`src/rtl/psram_cfg_pkg.sv`:
```
// Package: shared sizes, defaults and the write-control state type.
// Assumes a 22-bit address bus with the register selector on bit 19.
package psram_cfg_pkg;
    localparam int ADDR_W    = 22;
    localparam int SEL_BIT   = 19;
    localparam logic [ADDR_W-1:0] BUS_DEF  = 22'h09_D1F;
    localparam logic [ADDR_W-1:0] RFSH_DEF = 22'h00_010;

    typedef enum logic [1:0] {
        WS_IDLE  = 2'd0,
        WS_ARMED = 2'd1,
        WS_DONE  = 2'd2
    } wr_state_t;
endpackage

```
`src/rtl/psram_pin_sync.sv`:
```
// Two-flop synchronizer for a bundle of asynchronous pins.
// Assumes that each level lasts longer than two clocks; bits are not
// guaranteed to stay coherent with each other.
module psram_pin_sync #(
    parameter int W = 1,
    parameter logic [W-1:0] RST_VAL = '0
) (
    input  logic         clk,
    input  logic         rst_n,
    input  logic [W-1:0] d,
    output logic [W-1:0] q
);
    logic [W-1:0] meta;

    // Two register stages per bit, each reset to the inactive level.
    always_ff @(posedge clk) begin
        if (!rst_n) begin
            meta <= RST_VAL;
            q    <= RST_VAL;
        end else begin
            meta <= d;
            q    <= meta;
        end
    end
endmodule

```
`src/rtl/psram_strobe_edge.sv`:
```
// Rising-edge detector for N synchronized active-low strobes.
// Assumes the inputs are already synchronous to clk.
module psram_strobe_edge #(
    parameter int N = 3
) (
    input  logic         clk,
    input  logic         rst_n,
    input  logic [N-1:0] s,
    output logic [N-1:0] prev_low,
    output logic [N-1:0] rise
);
    logic [N-1:0] prev;

    // Keep the previous level of every strobe; reset treats them as high.
    always_ff @(posedge clk) begin
        if (!rst_n) prev <= '1;
        else        prev <= s;
    end

    for (genvar g = 0; g < N; g++) begin : g_edge
        // A rise is low in the previous cycle and high in the current one.
        always_comb rise[g] = s[g] & ~prev[g];
        always_comb prev_low[g] = ~prev[g];
    end
endmodule

```
`src/rtl/psram_cfg_wrctl.sv`:
```
// Register-write qualifier and capture controller.
// Arms when chip enable and write enable are low with cfg select high and
// output enable high. The first strobe rise while armed commits the held
// address. Rises after that are ignored until chip enable goes back high.
module psram_cfg_wrctl
    import psram_cfg_pkg::*;
#(
    parameter int AW = ADDR_W
) (
    input  logic          clk,
    input  logic          rst_n,
    input  logic          ce_s,
    input  logic          we_s,
    input  logic          oe_s,
    input  logic          cre_s,
    input  logic [AW-1:0] addr_s,
    input  logic [2:0]    rise,
    output logic          capture,
    output logic [AW-1:0] cap_addr
);
    wr_state_t    state, state_nx;
    logic         qual;
    logic [AW-1:0] hold, hold_nx;

    // Qualifying level: write to a register, no array read driving.
    always_comb qual = cre_s & ~ce_s & ~we_s & oe_s;

    // Next state, the capture strobe and the held address.
    always_comb begin
        state_nx = state;
        hold_nx  = hold;
        capture  = 1'b0;
        unique case (state)
            WS_IDLE: begin
                if (qual) begin
                    state_nx = WS_ARMED;
                    hold_nx  = addr_s;
                end
            end
            WS_ARMED: begin
                if (|rise) begin
                    capture  = 1'b1;
                    state_nx = WS_DONE;
                end else if (!qual) begin
                    state_nx = WS_IDLE;
                end else begin
                    hold_nx = addr_s;
                end
            end
            WS_DONE: begin
                if (ce_s) state_nx = WS_IDLE;
            end
            default: state_nx = WS_IDLE;
        endcase
    end

    // State and held-address registers.
    always_ff @(posedge clk) begin
        if (!rst_n) begin
            state <= WS_IDLE;
            hold  <= '0;
        end else begin
            state <= state_nx;
            hold  <= hold_nx;
        end
    end

    always_comb cap_addr = hold;

    // A capture needs cfg select, chip enable and write enable seen in the previous cycle.
    p_cap_qualified_r2: assert property (@(posedge clk) disable iff (!rst_n)
        capture |-> ($past(cre_s) && !$past(ce_s) && !$past(we_s)));
    // Two captures never fall in consecutive cycles.
    p_single_capture_r5: assert property (@(posedge clk) disable iff (!rst_n)
        capture |=> !capture);
    // No capture while output enable was low.
    p_standby_only_r9: assert property (@(posedge clk) disable iff (!rst_n)
        capture |-> $past(oe_s));
endmodule

```
`src/rtl/psram_cfg_bank.sv`:
```
// Holds the bus and refresh configuration registers with reset defaults.
// The select bit of the captured value picks the target register.
module psram_cfg_bank
    import psram_cfg_pkg::*;
#(
    parameter int AW = ADDR_W,
    parameter int SB = SEL_BIT,
    parameter logic [AW-1:0] BUS_DEFAULT  = BUS_DEF,
    parameter logic [AW-1:0] RFSH_DEFAULT = RFSH_DEF
) (
    input  logic          clk,
    input  logic          rst_n,
    input  logic          capture,
    input  logic [AW-1:0] cap_addr,
    output logic [AW-1:0] bus_q,
    output logic [AW-1:0] rfsh_q,
    output logic          bus_upd,
    output logic          rfsh_upd
);
    logic to_bus;

    always_comb to_bus = cap_addr[SB];

    // Load the chosen register and pulse its update flag.
    always_ff @(posedge clk) begin
        if (!rst_n) begin
            bus_q    <= BUS_DEFAULT;
            rfsh_q   <= RFSH_DEFAULT;
            bus_upd  <= 1'b0;
            rfsh_upd <= 1'b0;
        end else begin
            bus_upd  <= capture & to_bus;
            rfsh_upd <= capture & ~to_bus;
            if (capture && to_bus)  bus_q  <= cap_addr;
            if (capture && !to_bus) rfsh_q <= cap_addr;
        end
    end

    p_upd_exclusive_r8: assert property (@(posedge clk) disable iff (!rst_n)
        $onehot0({bus_upd, rfsh_upd}));
    p_bus_pulse_r8: assert property (@(posedge clk) disable iff (!rst_n)
        bus_upd |=> !bus_upd);
    p_bus_stable_r2: assert property (@(posedge clk) disable iff (!rst_n)
        !bus_upd |-> $stable(bus_q));
    p_rfsh_stable_r2: assert property (@(posedge clk) disable iff (!rst_n)
        !rfsh_upd |-> $stable(rfsh_q));
endmodule

```
`src/rtl/psram_cfg_loader.sv`:
```
// Top: synchronizes the pins, detects strobe rises, qualifies register
// writes and loads the two configuration registers. Byte enables are
// accepted but play no part in a register write.
module psram_cfg_loader
    import psram_cfg_pkg::*;
#(
    parameter int AW = ADDR_W,
    parameter int SB = SEL_BIT,
    parameter logic [AW-1:0] BUS_DEFAULT  = BUS_DEF,
    parameter logic [AW-1:0] RFSH_DEFAULT = RFSH_DEF
) (
    input  logic          clk,
    input  logic          rst_n,
    input  logic          ce_n,
    input  logic          we_n,
    input  logic          adv_n,
    input  logic          oe_n,
    input  logic          lb_n,
    input  logic          ub_n,
    input  logic          cfg_sel,
    input  logic [AW-1:0] addr,
    output logic [AW-1:0] bus_cfg,
    output logic [AW-1:0] rfsh_cfg,
    output logic          bus_upd,
    output logic          rfsh_upd
);
    localparam int NCTL = 5;
    localparam int NSTB = 3;

    logic [NCTL-1:0] ctl_s;
    logic [AW-1:0]   addr_s;
    logic [NSTB-1:0] stb_rise, stb_prev_low;
    logic            capture;
    logic [AW-1:0]   cap_addr;
    logic            unused_bytes;

    // the byte enables are deliberately not used.
    always_comb unused_bytes = lb_n ^ ub_n;

    // Control pin order: {cfg_sel, oe_n, adv_n, we_n, ce_n}.
    psram_pin_sync #(.W(NCTL), .RST_VAL(5'b01111)) u_ctl_sync (
        .clk(clk), .rst_n(rst_n),
        .d({cfg_sel, oe_n, adv_n, we_n, ce_n}), .q(ctl_s));

    psram_pin_sync #(.W(AW), .RST_VAL('0)) u_addr_sync (
        .clk(clk), .rst_n(rst_n), .d(addr), .q(addr_s));

    psram_strobe_edge #(.N(NSTB)) u_edge (
        .clk(clk), .rst_n(rst_n), .s(ctl_s[2:0]),
        .prev_low(stb_prev_low), .rise(stb_rise));

    psram_cfg_wrctl #(.AW(AW)) u_wrctl (
        .clk(clk), .rst_n(rst_n),
        .ce_s(ctl_s[0]), .we_s(ctl_s[1]), .oe_s(ctl_s[3]), .cre_s(ctl_s[4]),
        .addr_s(addr_s), .rise(stb_rise),
        .capture(capture), .cap_addr(cap_addr));

    psram_cfg_bank #(.AW(AW), .SB(SB), .BUS_DEFAULT(BUS_DEFAULT),
                     .RFSH_DEFAULT(RFSH_DEFAULT)) u_bank (
        .clk(clk), .rst_n(rst_n), .capture(capture), .cap_addr(cap_addr),
        .bus_q(bus_cfg), .rfsh_q(rfsh_cfg),
        .bus_upd(bus_upd), .rfsh_upd(rfsh_upd));

    // Every capture coincides with a strobe that was low one cycle before.
    p_cap_on_edge_r5: assert property (@(posedge clk) disable iff (!rst_n)
        capture |-> (|stb_prev_low));
    // An update pulse follows a capture whose select bit matches.
    p_route_r4: assert property (@(posedge clk) disable iff (!rst_n)
        bus_upd |-> ($past(capture) && $past(cap_addr[SB])));
endmodule

```
`config.mk`:
```
export PLATFORM = sky130hd
export DESIGN_NAME = psram_cfg_loader
export DESIGN_NICKNAME = d
export VERILOG_FILES = /design/src/rtl/psram_cfg_pkg.sv /design/src/rtl/psram_pin_sync.sv /design/src/rtl/psram_strobe_edge.sv /design/src/rtl/psram_cfg_wrctl.sv /design/src/rtl/psram_cfg_bank.sv /design/src/rtl/psram_cfg_loader.sv
export SDC_FILE = /design/constraint.sdc
export NUM_CORES = 1
export LEC_CHECK = 0
export CAP_MARGIN = 30
export CORE_AREA = 2 2 94 96
export CTS_CLUSTER_DIAMETER = 100
export DETAILED_ROUTE_END_ITERATION = 7
export DIE_AREA = 0 0 96 98
export GPL_TIMING_DRIVEN = 0
export PLACE_DENSITY = 0.77
export SLEW_MARGIN = 20
export SYNTH_ARGS = -nofsm -noshare
export SYNTH_HDL_FRONTEND = slang
export SYNTH_SLANG_ARGS = --single-unit
```
`constraint.sdc`:
```
create_clock -name clk -period 2 [get_ports clk]
set_input_delay 0.3 -clock clk [delete_from_list [all_inputs] [get_ports clk]]
set_output_delay 0.3 -clock clk [all_outputs]
set_load 0.02 [all_outputs]
```
==> results_dict.tcl, run 1 <==
set metrics [dict create \
    status "complete, no violations" \
    power.leakage_nw 2.28 \
    die_area_mm2 0.00941 \
    worstPathArrival_ns 1.49 \
    route.antenna.remaining_nets 0 \
    grt_max_degree 17 \
    antenna_cells 0 \
    routed_wl_um 8480 \
    synth_top_cell_area_share 0.608 \
    synth-seq-cells 127 \
    track_usage 0.191 \
    die_w_um 96 \
    syn_inst 379 \
    hpwlAfterDp_um 5490 \
    p_per_area_mw_per_mm2 1040 \
    syn_nets 410 \
    first_pass_iters 4 \
    cts_buffers 17 \
    path_cells "clkdlybuf4s50_1" \
    fin_area_mm2 0.00566 \
    critPathTopFamily "buffers and inverters" \
    drive_above_1_share 0.0930 \
    dp_slack_ns 0.389 \
    finalNonFillerCells 592 \
    yosysSeqAreaShare 0.608 \
    syn_to_final_growth_pct 35.3 \
    endpoint_kind "primary output" \
    total_power_mw 5.88 \
    dpl.cell_count 560 \
    crit_type "reg2out" \
    root_buffer "clkbuf_8" \
    finalSetupViolCount 0 \
    finalWeightedCongestion 0.780 \
    core-area_mm2 0.00847 \
    ys_warn_count 0 \
    placed_area_mm2 0.00505 \
    yosysTopAreaCell "dfxtp_1" \
    skew_ns 0.00894 \
    via_per_inst 4.73 \
    fin_crit_sh 0.894 \
    ys_types 18 \
    hold_path_class "in2reg" \
    cpPeakStageDelay_ns 0.62 \
    whs_ns 0.214 \
    finalMaxSlewViolations 0 \
    postSynthAreaPerCell_um2 11.0 \
    layout_setup_ws_ns 0.213 \
    fillers 644 \
    cpMaxStageDelayCell "clkdlybuf4s50_1" \
    required_ns 1.70 \
    final_nets 502 \
    clock-sinks 127 \
    post_cts_resized 0 \
    tns_ns 0 \
    grt.overflow.total 0 \
    rsz0062_at_grt "no" \
    antenna_found_initial 0 \
    vias 2801 \
    initial_core_util 0.494 \
    slew_headroom 0.513 \
    first_global_vias 2766 \
    ioPinCount 77 \
    synth.top_cells.by_area "dfxtp_1 61%, mux2i_1 15%, and2_1 7.2%" \
    grt_first_pass_wirelength_um 13300 \
    port_buffers 73 \
    drt_iter0_markers 78 \
    tightestPinTransition_ns 0.731 \
    start_kind "register" \
    final_cell_mix "127 x dfxtp_1, 73 x clkdlybuf4s50_1, 64 x mux2i_1" \
    post_drt_wl_per_cell_um 14.3 \
    ctsHoldBuffers 0 \
    crit_fanout 2 \
    period_minus_slack_ns 1.79 \
    cts_max_path_buffers 2 \
    cts_setup_buffers 0 \
    drcViolationCount 0 \
    rows 34 \
    fin_util 0.669 \
    synth_area_mm2 0.00418 \
    crit_buf_inv 1 \
    final_common_cell "dfxtp_1" \
    cts_tree "done" \
    clkLatencyLatePin_ns 0.51 \
    max_freq_mhz 559 \
    vdd.ir_drop.worst_mv 0.690 \
    path_clk_slew_ns 0.06 \
    die_h_um 98 \
    cts.htree.levels 4 \
    final_hold_viol_count 0 \
    drv_cap 0 \
]
==> state kept, by name, indices dropped and copies added (netlist names) <==
name	count
u_wrctl.cap_addr	22
u_edge.prev	3
u_bank.bus_upd	1
u_ctl_sync.meta	5
u_bank.bus_q	22
u_bank.rfsh_upd	1
u_addr_sync.q	22
u_bank.rfsh_q	22
u_ctl_sync.q	5
u_wrctl.state	2
u_addr_sync.meta	22
==> metal layers <==
layer  vias to the layer above  global-route usage  wire length (um)
li1                       1397                   -                 -
met1                      1326               0.238              3840
met2                        67               0.308              4180
met3                        11              0.0586               366
met4                         0              0.0725                95
met5                         -                   0                 0
==> power breakdown <==
group	total [mW]	internal (mW)	switching (mW)
clock	3.13	2.08	1.05
combinational	0.161	0.0842	0.0765
sequential	2.60	2.58	0.0137
total	5.88	4.75	1.14
==> logic make-up (layout without fill, tap and decap cells) <==
group,after synthesis,after routing,synth area share
compound gates,4,4,0.0135
buf+inv,25,130,0.0374
flops,127,127,0.608
mux,64,64,0.153
simple gates,159,159,0.188
==> path summary, 6_finish.rpt <==
path / end / from / slack [ns] / depth (start not counted)
worst max-delay path: bus_cfg[14] / u_bank.bus_q[14] / 0.21 / 1
worst min-delay path: u_bank.rfsh_q[20] / rst_n / 0.21 / 3
worst max register to register: u_bank.rfsh_q[12] / u_ctl_sync.q[2] / 0.29 / 5
worst min register to register: u_ctl_sync.q[2] / u_ctl_sync.meta[2] / 0.40 / 1
==> final cells by class <==
class	instances	area [um2]	area share
flip-flops and latches	127	2540	0.449
multi-input cells	227	1480	0.262
repair buffers	73	731	0.129
clock buffers	21	449	0.0794
clock inverters	11	163	0.0287
plain buffers	24	153	0.0270
well taps	108	135	0.0239
inverters	1	3.75	0.000663
==> cell usage after synthesis <==
cell      count
dfxtp_1     127
mux2i_1      64
nand2_1      56
and2_1       48
nor2_1       37
clkbuf_1     14
nand2b_1     11
buf_6         8
nor2b_4       3
and3_1        2
buf_2         2
clkinv_1      1
nor2b_1       1
nor4b_1       1
o21a_1        1
o311a_1       1
o311ai_4      1
o31ai_2       1
No activity file was read; power rests on OpenSTA's default activity.
==> inputs of run 2 (changes only) <==
- PLACE_DENSITY: 0.77 -> 0.75
==> results_dict.tcl, run 2 (synthesized netlist as in run 1, its figures left out) <==
set metrics [dict create \
    via_per_inst 4.78 \
    finalMaxSlewViolations 0 \
    cp_num_cells 1 \
    grt_max_degree 17 \
    total_power_mw 5.82 \
    ctsHoldBuffers 0 \
    power.leakage_nw 2.27 \
    port_buffers 73 \
    final_cell_mix "127 x dfxtp_1, 73 x clkdlybuf4s50_1, 64 x mux2i_1" \
    tns_ns 0 \
    status "complete, no violations" \
    post_cts_resized 0 \
    ioPinCount 77 \
    die_w_um 96 \
    finalSetupViolCount 0 \
    hpwlAfterDp_um 5680 \
    cpMaxStageDelayCell "clkdlybuf4s50_1" \
    hp-start "rst_n" \
    worstPathArrival_ns 1.49 \
    cts_setup_buffers 0 \
    die_h_um 98 \
    core-area_mm2 0.00847 \
    endpoint_kind "primary output" \
    clock-sinks 127 \
    net-switching-power_mw 1.19 \
    p_sw_frac 0.204 \
    cpPeakStageDelay_ns 0.62 \
    drv_cap 0 \
    first_pass_iters 4 \
    rows 34 \
    cts_buffers 17 \
    r2r-start "u_ctl_sync.q[2]" \
    antenna_found_initial 0 \
    final_hold_viol_count 0 \
    final_common_cell "dfxtp_1" \
    grt.overflow.total 0 \
    r2r_slack_ns 0.39 \
    hold_path_class "in2reg" \
    drive_above_1_share 0.0971 \
    path_clk_slew_ns 0.06 \
    slew_headroom 0.564 \
    die_area_mm2 0.00941 \
    pwr-share-comb 0.028 \
    cts_tree "done" \
    max_freq_mhz 559 \
    critPathTopFamily "buffers and inverters" \
    seq_power_share 0.446 \
    finalNonFillerCells 592 \
    dpl.cell_count 560 \
    reg2reg_depth 5 \
    period_minus_slack_ns 1.79 \
    clkLatencyLatePin_ns 0.50 \
    crit_fanout 2 \
    first_global_vias 2779 \
    p_per_area_mw_per_mm2 1030 \
    start_kind "register" \
    root_buffer "clkbuf_8" \
    required_ns 1.70 \
    post_drt_wl_per_cell_um 14.2 \
    cts.htree.levels 4 \
    fin_crit_sh 0.895 \
    cts_max_path_buffers 2 \
    drt_iter0_markers 106 \
    vias 2827 \
    hold_depth 3 \
    initial_core_util 0.494 \
    syn_to_final_growth_pct 35.1 \
    rsz0062_at_grt "no" \
    routed_wl_um 8410 \
    crit_buf_inv 1 \
    skew_ns 0.00627 \
    grt_first_pass_wirelength_um 13700 \
    p_int_mw 4.63 \
    finalWeightedCongestion 0.770 \
    track_usage 0.195 \
    hold_path_end "u_bank.rfsh_q[20]" \
    fillers 635 \
    p_clk_frac 0.526 \
    tightestPinTransition_ns 0.653 \
    final_nets 502 \
    regToRegEndpoint "u_bank.rfsh_q[16]" \
    drcViolationCount 0 \
    route.antenna.remaining_nets 0 \
    path_cells "clkdlybuf4s50_1" \
    crit_type "reg2out" \
    vdd.ir_drop.worst_mv 0.611 \
    antenna_cells 0 \
]
## run 2: per-stage QoR
stage          instance area (um2)  hold WS (ns)  setup WS [ns]   util
3_5_place_dp                  5050         0.398          0.325  0.596
6_report                      5650         0.190          0.210  0.668
5_1_grt                       5650         0.219          0.153  0.668
2_1_floorplan                 4180         0.386          0.616      -
4_1_cts                       5650         0.164          0.196  0.668
3_3_place_gp                  5050         0.388          0.366  0.596
## run 2: power by group through the flow
stage / combinational, mW / sequential, mW / clock (mW)
floorplan: 0.0788 / 2.65 / 0
global placement: 0.158 / 2.65 / 0
detailed placement: 0.162 / 2.65 / 0
CTS: 0.164 / 2.60 / 3.09
global route: 0.177 / 2.60 / 3.22
finish: 0.160 / 2.60 / 3.06
## run 2: area by class of cell
cell class,count,area [um2],area share
clock inverter,13,161,0.0286
clock buffer,19,442,0.0781
timing repair buffer,73,731,0.129
tap,108,135,0.0239
sequential,127,2540,0.450
buffer,24,153,0.0270
multi-input combinational,227,1480,0.263
inverter,1,3.75,0.000664
## run 2: routing by layer
layer	routed length, um	vias to the layer above	global-route usage
li1	-	1399	-
met1	3760	1343	0.243
met2	4190	76	0.318
met3	367	9	0.0586
met4	98	0	0.0659
met5	0	-	0
## run 2: worst max path at each step
stage                      start          endpoint
2_1_floorplan    u_ctl_sync.q[2]  u_bank.rfsh_q[4]
3_3_place_gp               rst_n  u_bank.bus_q[12]
3_5_place_dp               rst_n  u_bank.bus_q[11]
4_1_cts        u_bank.rfsh_q[21]      rfsh_cfg[21]
5_1_grt        u_bank.rfsh_q[16]      rfsh_cfg[16]
6_report       u_bank.rfsh_q[16]      rfsh_cfg[16]
==> inputs of run 3 (changes only) <==
- ABC_CLOCK_PERIOD_IN_PS: not set -> 2000
- CORE_AREA: 2 2 94 96 -> 2 2 92 94
- CTS_BUF_LIST: not set -> sky130_fd_sc_hd__clkbuf_2
- CTS_CLUSTER_DIAMETER: 100 -> 80
- DIE_AREA: 0 0 96 98 -> 0 0 94 96
- PLACE_DENSITY: 0.75 -> 0.78
==> results_dict.tcl, run 3 (synthesized netlist as in run 1, its figures left out) <==
set metrics [dict create \
    grt_max_degree 17 \
    ioPinCount 77 \
    final_common_cell "dfxtp_1" \
    finalNonFillerCells 590 \
    path_clk_slew_ns 0.18 \
    core-area_mm2 0.00805 \
    max_freq_mhz 529 \
    antenna_cells 0 \
    drive_above_1_share 0.0928 \
    critPathTopFamily "buffers and inverters" \
    net-switching-power_mw 0.957 \
    first_global_vias 2555 \
    finalWeightedCongestion 0.756 \
    crit_fanout 2 \
    period_minus_slack_ns 1.89 \
    route.antenna.remaining_nets 0 \
    cpMaxStageDelayCell "clkdlybuf4s50_1" \
    antenna_found_initial 0 \
    die_h_um 96 \
    seq_power_share 0.620 \
    fin_util 0.666 \
    path_cells "clkdlybuf4s50_1" \
    fillers 633 \
    pwr-share-comb 0.038 \
    met1_usage 0.227 \
    dpl.cell_count 557 \
    drv_cap 0 \
    p_int_mw 3.23 \
    skew_ns 0.0250 \
    port_buffers 73 \
    die_area_mm2 0.00902 \
    use_met2 0.294 \
    hpwlAfterDp_um 5390 \
    power.leakage_nw 2.61 \
    cts_buffers 17 \
    cts_tree "done" \
    grt-busiest-layer "met2" \
    hold_path_class "in2reg" \
    final_cell_mix "127 x dfxtp_1, 64 x mux2i_1, 56 x nand2_1" \
    syn_to_final_growth_pct 28.1 \
    routed_wl_um 7820 \
    final_nets 503 \
    tightestPinTransition_ns 0.623 \
    slew_headroom 0.585 \
    drt_iter0_markers 94 \
    cpPeakStageDelay_ns 0.60 \
    root_buffer "clkbuf_2" \
    crit_type "reg2out" \
    cts_max_path_buffers 2 \
    start_kind "register" \
    track_usage 0.184 \
    use_met3 0.0556 \
    dp_slack_ns 0.332 \
    finalSetupViolCount 0 \
    p_clk_frac 0.342 \
    clkLatencyLatePin_ns 0.63 \
    first_pass_iters 7 \
    initial_core_util 0.520 \
    total_power_mw 4.19 \
    endpoint_kind "primary output" \
    worstPathArrival_ns 1.59 \
    seqCellArea_mm2 0.00254 \
    grt_first_pass_wirelength_um 12200 \
    p_per_area_mw_per_mm2 781 \
    rows 33 \
    vias 2752 \
    multi_input_area_mm2 0.00148 \
    required_ns 1.70 \
    p_sw_frac 0.229 \
    via_per_inst 4.66 \
    finalMaxSlewViolations 0 \
    final_hold_viol_count 0 \
    crit_buf_inv 1 \
    drcViolationCount 0 \
    die_w_um 94 \
    vdd.ir_drop.worst_mv 0.461 \
    grt.overflow.total 0 \
    fin_crit_sh 0.944 \
    layout_setup_ws_ns 0.111 \
    clock-sinks 127 \
    post_drt_wl_per_cell_um 13.3 \
    status "complete, no violations" \
    cts.htree.levels 4 \
]
## run 3: cell types whose count changed in the layout (fill, tap and decap cells not counted), sizes merged
cell           before  now
dlygate4sd3         0    1
inv                 2    0
clkdlybuf4s50      73   37
clkinv              5    8
dlymetal6s2s        0   35
dlygate4sd2         0    1
bufinv              3    2
## run 3: cell type report
cell class,count,area share
Clock inverter,13,0.0229
Tap cell,105,0.0245
Sequential cell,127,0.474
Inverter,1,0.000700
Timing Repair Buffer,74,0.154
Multi-Input combinational cell,227,0.277
Clock buffer,19,0.0177
Buffer,24,0.0285
## run 3: power by group through the flow
stage / combinational [mW] / clock [mW] / sequential (mW)
2_1_floorplan: 0.0788 / 0 / 2.65
3_3_place_gp: 0.158 / 0 / 2.65
3_5_place_dp: 0.161 / 0 / 2.65
4_1_cts: 0.161 / 1.47 / 2.60
5_1_grt: 0.176 / 1.59 / 2.60
6_report: 0.159 / 1.43 / 2.60
## run 3: final timing paths
check                           from                 end  slack, ns  depth (start not counted)
hold / removal                 adv_n  u_ctl_sync.meta[2]       0.21                          2
hold reg to reg   u_ctl_sync.meta[0]     u_ctl_sync.q[0]       0.41                          1
setup reg to reg     u_ctl_sync.q[2]   u_bank.rfsh_q[16]       0.38                          5
setup / recovery    u_bank.bus_q[14]         bus_cfg[14]       0.11                          1
## run 3: what timing repair did
action                                  in CTS  in global routing
resized for setup                            1                 35
buffers inserted                             0                  0
hold endpoints to repair                     0                  2
hold buffers                                 0                  1
endpoints found under the setup margin       1                 35
## run 3: per-layer routing
metal | up-vias | share of wire
li1 | 1401 | -
met1 | 1264 | 0.43
met2 | 77 | 0.49
met3 | 10 | 0.064
met4 | 0 | 0.015
met5 | - | 0
## run 3: per-stage QoR
stage	TNS [ns]	hold WS, ns	cell area, um2
3_3_place_gp	0	0.387	5040
4_1_cts	0	0.00205	5260
2_1_floorplan	0	0.386	4180
5_1_grt	-0.00192	0.117	5360
3_5_place_dp	0	0.393	5040
6_report	0	0.205	5360
